`src/rtl/cdt_pkg.sv`:
```
package cdt_pkg;
  localparam int CTRL_W     = 8;
  localparam int B_ONESHOT  = 0;
  localparam int B_WIDE     = 1;
  localparam int B_PRE_LO   = 2;
  localparam int B_IE       = 5;
  localparam int B_PERIODIC = 6;
  localparam int B_RUN      = 7;
  localparam logic [CTRL_W-1:0] CTRL_RESET = 8'h20;

  typedef enum logic [2:0] {
    W_LOAD   = 3'd0,
    W_VALUE  = 3'd1,
    W_CTRL   = 3'd2,
    W_ICLR   = 3'd3,
    W_RAW    = 3'd4,
    W_MASKED = 3'd5,
    W_BGLOAD = 3'd6
  } word_e;

  typedef enum logic [1:0] {
    M_FREE     = 2'd0,
    M_PERIODIC = 2'd1,
    M_ONESHOT  = 2'd2
  } mode_e;

  typedef struct packed {
    logic       run;
    logic       ie;
    logic       wide;
    logic [1:0] pre_sel;
    mode_e      mode;
  } ctrl_t;

  function automatic ctrl_t decode_ctrl(logic [CTRL_W-1:0] c);
    ctrl_t d;
    d.run     = c[B_RUN];
    d.ie      = c[B_IE];
    d.wide    = c[B_WIDE];
    d.pre_sel = c[B_PRE_LO+1:B_PRE_LO];
    if (c[B_ONESHOT])       d.mode = M_ONESHOT;
    else if (c[B_PERIODIC]) d.mode = M_PERIODIC;
    else                    d.mode = M_FREE;
    return d;
  endfunction
endpackage

```
`src/rtl/cdt_prescaler.sv`:
```
module cdt_prescaler #(
  parameter int DIV_A_LOG2 = 4,
  parameter int DIV_B_LOG2 = 8
) (
  input  logic       clk_i,
  input  logic       rst_ni,
  input  logic       run_i,
  input  logic       clear_i,
  input  logic [1:0] sel_i,
  output logic       tick_o
);
  logic [DIV_B_LOG2-1:0] ph_q;
  logic                  wrap_a, wrap_b, raw_tick;

  assign wrap_a = &ph_q[DIV_A_LOG2-1:0];
  assign wrap_b = &ph_q;

  always_comb begin
    unique case (sel_i)
      2'd1:    raw_tick = wrap_a;
      2'd2:    raw_tick = wrap_b;
      default: raw_tick = 1'b1;
    endcase
  end

  // A register write restarts the phase and swallows the tick of its edge
  assign tick_o = run_i & ~clear_i & raw_tick;

  always_ff @(posedge clk_i or negedge rst_ni) begin
    if (!rst_ni)      ph_q <= '0;
    else if (clear_i) ph_q <= '0;
    else if (run_i)   ph_q <= ph_q + 1'b1;
  end
endmodule

```
`src/rtl/cdt_counter.sv`:
```
module cdt_counter import cdt_pkg::*; #(
  parameter int DATA_W   = 32,
  parameter int NARROW_W = 16
) (
  input  logic              clk_i,
  input  logic              rst_ni,
  input  logic              tick_i,
  input  logic              load_i,
  input  logic [DATA_W-1:0] load_val_i,
  input  mode_e             mode_i,
  input  logic              wide_i,
  input  logic [DATA_W-1:0] limit_i,
  output logic [DATA_W-1:0] count_o,
  output logic              expire_o
);
  localparam logic [DATA_W-1:0] ONE         = DATA_W'(1);
  localparam logic [DATA_W-1:0] NARROW_MASK = DATA_W'({NARROW_W{1'b1}});

  logic [DATA_W-1:0] cnt_q, cnt_d, mask, eff, reload;
  logic              at_end;

  assign mask    = wide_i ? '1 : NARROW_MASK;
  assign eff     = cnt_q & mask;
  assign reload  = (mode_i == M_PERIODIC) ? (limit_i & mask) : mask;
  assign at_end  = (eff <= ONE);
  assign count_o = eff;

  always_comb begin
    cnt_d    = cnt_q;
    expire_o = 1'b0;
    if (load_i) begin
      cnt_d = load_val_i;
    end else if (tick_i) begin
      if (mode_i == M_ONESHOT) begin
        if (eff == ONE) begin
          cnt_d    = '0;
          expire_o = 1'b1;
        end else if (eff != '0) begin
          cnt_d = eff - ONE;
        end
      end else if (at_end) begin
        cnt_d    = reload;
        expire_o = 1'b1;
      end else begin
        cnt_d = eff - ONE;
      end
    end
  end

  always_ff @(posedge clk_i or negedge rst_ni) begin
    if (!rst_ni) cnt_q <= '1;
    else         cnt_q <= cnt_d;
  end
endmodule

```
`src/rtl/cdt_regs.sv`:
```
module cdt_regs import cdt_pkg::*; #(
  parameter int ADDR_W = 5,
  parameter int DATA_W = 32
) (
  input  logic              clk_i,
  input  logic              rst_ni,
  input  logic              req_i,
  input  logic              we_i,
  input  logic [ADDR_W-1:0] addr_i,
  input  logic [DATA_W-1:0] wdata_i,
  input  logic              expire_i,
  input  logic [DATA_W-1:0] count_i,
  output ctrl_t             ctrl_o,
  output logic [DATA_W-1:0] limit_o,
  output logic              load_wr_o,
  output logic              ctrl_wr_o,
  output logic              iclr_wr_o,
  output logic              raw_o,
  output logic [DATA_W-1:0] rdata_o,
  output logic              irq_o
);
  localparam int WORD_W = ADDR_W - 2;

  logic [WORD_W-1:0] word;
  logic              wr, bg_wr;
  logic [CTRL_W-1:0] ctrl_q;
  logic [DATA_W-1:0] limit_q;
  logic              raw_q;

  assign word      = addr_i[ADDR_W-1:2];
  assign wr        = req_i & we_i;
  assign load_wr_o = wr & (word == WORD_W'(W_LOAD));
  assign ctrl_wr_o = wr & (word == WORD_W'(W_CTRL));
  assign iclr_wr_o = wr & (word == WORD_W'(W_ICLR));
  assign bg_wr     = wr & (word == WORD_W'(W_BGLOAD));

  always_ff @(posedge clk_i or negedge rst_ni) begin
    if (!rst_ni) begin
      ctrl_q  <= CTRL_RESET;
      limit_q <= '0;
      raw_q   <= 1'b0;
    end else begin
      if (ctrl_wr_o)           ctrl_q  <= wdata_i[CTRL_W-1:0];
      if (load_wr_o || bg_wr)  limit_q <= wdata_i;
      if (expire_i)            raw_q   <= 1'b1;
      else if (iclr_wr_o)      raw_q   <= 1'b0;
    end
  end

  assign ctrl_o  = decode_ctrl(ctrl_q);
  assign limit_o = limit_q;
  assign raw_o   = raw_q;
  assign irq_o   = raw_q & ctrl_o.ie;

  always_comb begin
    rdata_o = '0;
    if (word == WORD_W'(W_LOAD) || word == WORD_W'(W_BGLOAD)) rdata_o = limit_q;
    else if (word == WORD_W'(W_VALUE))  rdata_o = count_i;
    else if (word == WORD_W'(W_CTRL))   rdata_o = DATA_W'(ctrl_q);
    else if (word == WORD_W'(W_RAW))    rdata_o = DATA_W'(raw_q);
    else if (word == WORD_W'(W_MASKED)) rdata_o = DATA_W'(irq_o);
  end
endmodule

```
`src/rtl/cdt_timer.sv`:
```
module cdt_timer import cdt_pkg::*; #(
  parameter int ADDR_W     = 5,
  parameter int DATA_W     = 32,
  parameter int NARROW_W   = 16,
  parameter int DIV_A_LOG2 = 4,
  parameter int DIV_B_LOG2 = 8
) (
  input  logic              clk_i,
  input  logic              rst_ni,
  input  logic              req_i,
  input  logic              we_i,
  input  logic [ADDR_W-1:0] addr_i,
  input  logic [DATA_W-1:0] wdata_i,
  output logic [DATA_W-1:0] rdata_o,
  output logic              irq_o
);
  ctrl_t             ctrl;
  logic [DATA_W-1:0] limit, count_eff;
  logic              load_wr, ctrl_wr, iclr_wr, raw_flag, tick, expire;
  logic              run, ie, wide, oneshot;

  assign run     = ctrl.run;
  assign ie      = ctrl.ie;
  assign wide    = ctrl.wide;
  assign oneshot = (ctrl.mode == M_ONESHOT);

  cdt_regs #(.ADDR_W(ADDR_W), .DATA_W(DATA_W)) u_regs (
    .clk_i(clk_i), .rst_ni(rst_ni), .req_i(req_i), .we_i(we_i),
    .addr_i(addr_i), .wdata_i(wdata_i), .expire_i(expire),
    .count_i(count_eff), .ctrl_o(ctrl), .limit_o(limit),
    .load_wr_o(load_wr), .ctrl_wr_o(ctrl_wr), .iclr_wr_o(iclr_wr),
    .raw_o(raw_flag), .rdata_o(rdata_o), .irq_o(irq_o)
  );

  cdt_prescaler #(.DIV_A_LOG2(DIV_A_LOG2), .DIV_B_LOG2(DIV_B_LOG2)) u_pre (
    .clk_i(clk_i), .rst_ni(rst_ni), .run_i(run),
    .clear_i(ctrl_wr | load_wr), .sel_i(ctrl.pre_sel), .tick_o(tick)
  );

  cdt_counter #(.DATA_W(DATA_W), .NARROW_W(NARROW_W)) u_cnt (
    .clk_i(clk_i), .rst_ni(rst_ni), .tick_i(tick), .load_i(load_wr),
    .load_val_i(wdata_i), .mode_i(ctrl.mode), .wide_i(wide),
    .limit_i(limit), .count_o(count_eff), .expire_o(expire)
  );
endmodule

```
`config.mk`:
```
export PLATFORM = sky130hd
export DESIGN_NAME = cdt_timer
export DESIGN_NICKNAME = d
export VERILOG_FILES = /design/src/rtl/cdt_pkg.sv /design/src/rtl/cdt_prescaler.sv /design/src/rtl/cdt_counter.sv /design/src/rtl/cdt_regs.sv /design/src/rtl/cdt_timer.sv
export SDC_FILE = /design/constraint.sdc
export NUM_CORES = 1
export LEC_CHECK = 0
export ABC_CLOCK_PERIOD_IN_PS = 2550
export CAP_MARGIN = 20
export CORE_MARGIN = 4
export CORE_UTILIZATION = 35
export DETAILED_ROUTE_END_ITERATION = 8
export DONT_BUFFER_PORTS = 1
export GPL_ROUTABILITY_DRIVEN = 1
export GPL_TIMING_DRIVEN = 0
export PLACE_DENSITY = 0.52
export SLEW_MARGIN = 25
export SYNTH_ARGS = -nofsm -noshare
export SYNTH_HDL_FRONTEND = slang
export SYNTH_SLANG_ARGS = --single-unit
```
`constraint.sdc`:
```
create_clock -name clk_i -period 2.55 [get_ports clk_i]
set_clock_uncertainty 0.1 [all_clocks]
set_input_delay 0 -clock clk_i [delete_from_list [all_inputs] [get_ports clk_i]]
set_output_delay 0 -clock clk_i [all_outputs]
set_load 0.05 [all_outputs]
```
==> metrics.yaml <==
violations: "setup timing"
clkSinkCount: 81
cts_root_buf: "clkbuf_16"
setup_viol: 26
avgSynthCellArea_um2: 8.97
clock_path_buffers: 2
start_util_pct: 35.5
setup_ws_ns: -0.115
drt-total-wl_um: 19900
cts_tree: "built"
ys_types: 74
postRouteAntennaNets: 0
ys_seq_elements: 81
finalHoldViolations: 0
drive_gt1_share_pct: 28.7
num-fill-cells: 1529
syn-cell-area_um2: 5620
yosysSeqAreaShare_pct: 36.8
post-route-min-period_ns: 2.67
grt_pass1_wl_um: 30700
antenna_found_initial: 0
crit_fanout: 5
required_ns: 2.73
final.period_utilization_pct: 105
holdCritPathClass: "in -> async"
std_cell_rows: 46
status: "complete, but fails checks"
numCtsBuffers: 9
dr.pass1.iters: 5
area_growth_pct: 28.6
pin_count: 74
maxCapViolCount: 0
worstSetupPathType: "reg -> reg"
ir_drop_uv: 535
worst_pin_slew_ns: 1.12
ys_warn_count: 0
portBuffers: 0
mostFrequentLayoutCell: "nand2_1"
final_cell_mix: "55 x nand2_1, 48 x dfrtp_1, 39 x nor2_1, 35 x o21ai_1, 35 x dlygate4sd3_1"
slew_viol_final: 0
worstSetupStartpointType: "flip-flop"
worst_setup_path_end_kind: "flip-flop"
dr_total_vias: 5348
cp.arrival_ns: 2.84
grt_use_total_pct: 21.8
grt_max_degree: 82
diodes: 0
clk_latency_ns: 0.35
drt_iter0_markers: 293
die_x_um: 135
avgRoutedWirePerCell_um: 21.9
dieArea_um2: 18200
gp_congestion: 0.931
relSlewSlack_pct: 26.6
max_freq_mhz: 375
p_leak_nw: 2.72
htree_levels: 3
powerDensity_nw_per_um2: 963
synth_edf_count: 0
final_area_um2: 7230
vias_per_cell: 5.86
syn_nets: 674
place_ws_ns: -0.654
ys.flop_type: "dfrtp_1"
drc: 0
clkTransAtPathRegs_ns: 0.06
syn-instance-count: 627
core-area_um2: 15800
grt-ovfl-total: 0
dpl.hpwl_um: 13500
nets: 738
postPlaceCellArea_um2: 6030
die_h_um: 135
rsz0062_at_grt: "true"
async_reset_ff_share_pct: 100
grt_pass1_vias: 5283
-- power breakdown --
part | total (W) | internal [W] | switching [W] | leakage (nW)
Sequential | 0.00257 | 0.00192 | 0.000651 | 0.936
Clock | 0.00131 | 0.000754 | 0.000560 | 0.138
Combinational | 0.00308 | 0.00135 | 0.00173 | 1.65
-- synth_stat cells, drive strengths merged, types with 8 or more instances --
master | count | area share (%)
nand3 | 13 | 1.2
nand2b | 18 | 2.0
dfrtp | 48 | 21
o21ai | 67 | 6.0
a22oi | 13 | 1.7
nor3 | 23 | 2.0
buf | 19 | 2.4
mux2i | 11 | 2.0
or3 | 12 | 1.3
nand2 | 56 | 3.8
a22o | 16 | 2.5
clkbuf | 39 | 2.6
mux2 | 45 | 9.0
nand4 | 11 | 1.2
a211oi | 10 | 1.4
nor4 | 9 | 1.0
xnor2 | 9 | 1.4
xor2 | 8 | 1.2
dfstp | 33 | 15
a21oi | 13 | 1.2
nor2 | 42 | 2.8
-- worst max-delay path, cell delays in order, from the launching register on --
cell	delay [ns]
dfstp_2	0.39
or4_4	0.55
or3_4	0.43
o31ai_4	0.19
buf_6	0.16
a41oi_4	0.16
buf_6	0.19
or3_1	0.30
o221a_2	0.13
-- metal layers --
metal,up-vias,global-route usage [%],part of all wire (%),wire length [µm]
li1,2488,-,-,-
met1,2656,29.4,44,8840
met2,166,34.9,47,9420
met3,38,4.96,6.1,1220
met4,0,7.18,2.4,476
met5,-,0,0,0
-- flip-flops by register name (all words and copies together) (netlist names) --
signal / count
u_cnt.cnt_q: 32
u_pre.ph_q: 8
u_regs.ctrl_q: 8
u_regs.limit_o: 32
u_regs.raw_o: 1
-- stage by stage --
stage | total power, W | hold WS, ns | TNS (ns) | cells | utilization (%)
final | 0.00697 | 0.127 | -1.20 | 912 | 45.7
after global routing | 0.00739 | 0.174 | -2.92 | 912 | 45.7
after CTS | 0.00686 | 0.143 | -4.81 | 912 | 45.0
after detailed placement | 0.00511 | -0.391 | -28.10 | 843 | 38.1
after global placement | 0.00503 | -0.390 | -28.70 | 843 | 38.0
after floorplan | 0.00443 | -0.396 | -3.13 | 627 | -
-- kinds of logic after synthesis --
family	Yosys count	synth area share (%)
adder cells (fa/ha/maj)	6	1.33
AND/OR/NAND/NOR	220	19.9
flip-flops	81	36.8
buffers and inverters	65	5.45
XOR/XNOR	17	2.65
multiplexers	56	11.0
AO/OA/AOI/OAI	182	22.9
-- final timing paths --
| kind | startpoint | end | slack, ns | cells past startpoint |
|---|---|---|---|---|
| max | u_cnt.cnt_q[26] | u_cnt.cnt_q[26] | -0.12 | 8 |
| min reg2reg | u_regs.ctrl_q[4] | u_regs.ctrl_q[4] | 0.41 | 1 |
| max in group asynchronous | rst_ni | u_cnt.cnt_q[14] | 1.86 | 2 |
| min | rst_ni | u_regs.limit_o[24] | 0.13 | 2 |
| min in group clk_i | we_i | u_regs.limit_o[0] | 0.20 | 3 |
| max reg2reg | u_cnt.cnt_q[26] | u_cnt.cnt_q[26] | -0.12 | 8 |
-- repair_timing --
action,CTS,global route
endpoints found under the hold margin,161,0
hold buffers,36,0
cloned,3,0
pin swaps,12,14
setup buffers,20,9
endpoints found under the setup margin,67,45
gates resized for setup,50,34
-- layout make-up --
cell class | instances | area (µm²) | share of cell area, %
Multi-Input combinational cell | 481 | 3610 | 49.9
Sequential cell | 81 | 2070 | 28.6
Timing Repair Buffer | 66 | 657 | 9.08
Buffer | 45 | 313 | 4.32
Tap cell | 216 | 270 | 3.74
Clock buffer | 10 | 229 | 3.16
Clock inverter | 6 | 60.1 | 0.830
Inverter | 7 | 26.3 | 0.363
Note: power is estimated with default switching activity, not from simulation.
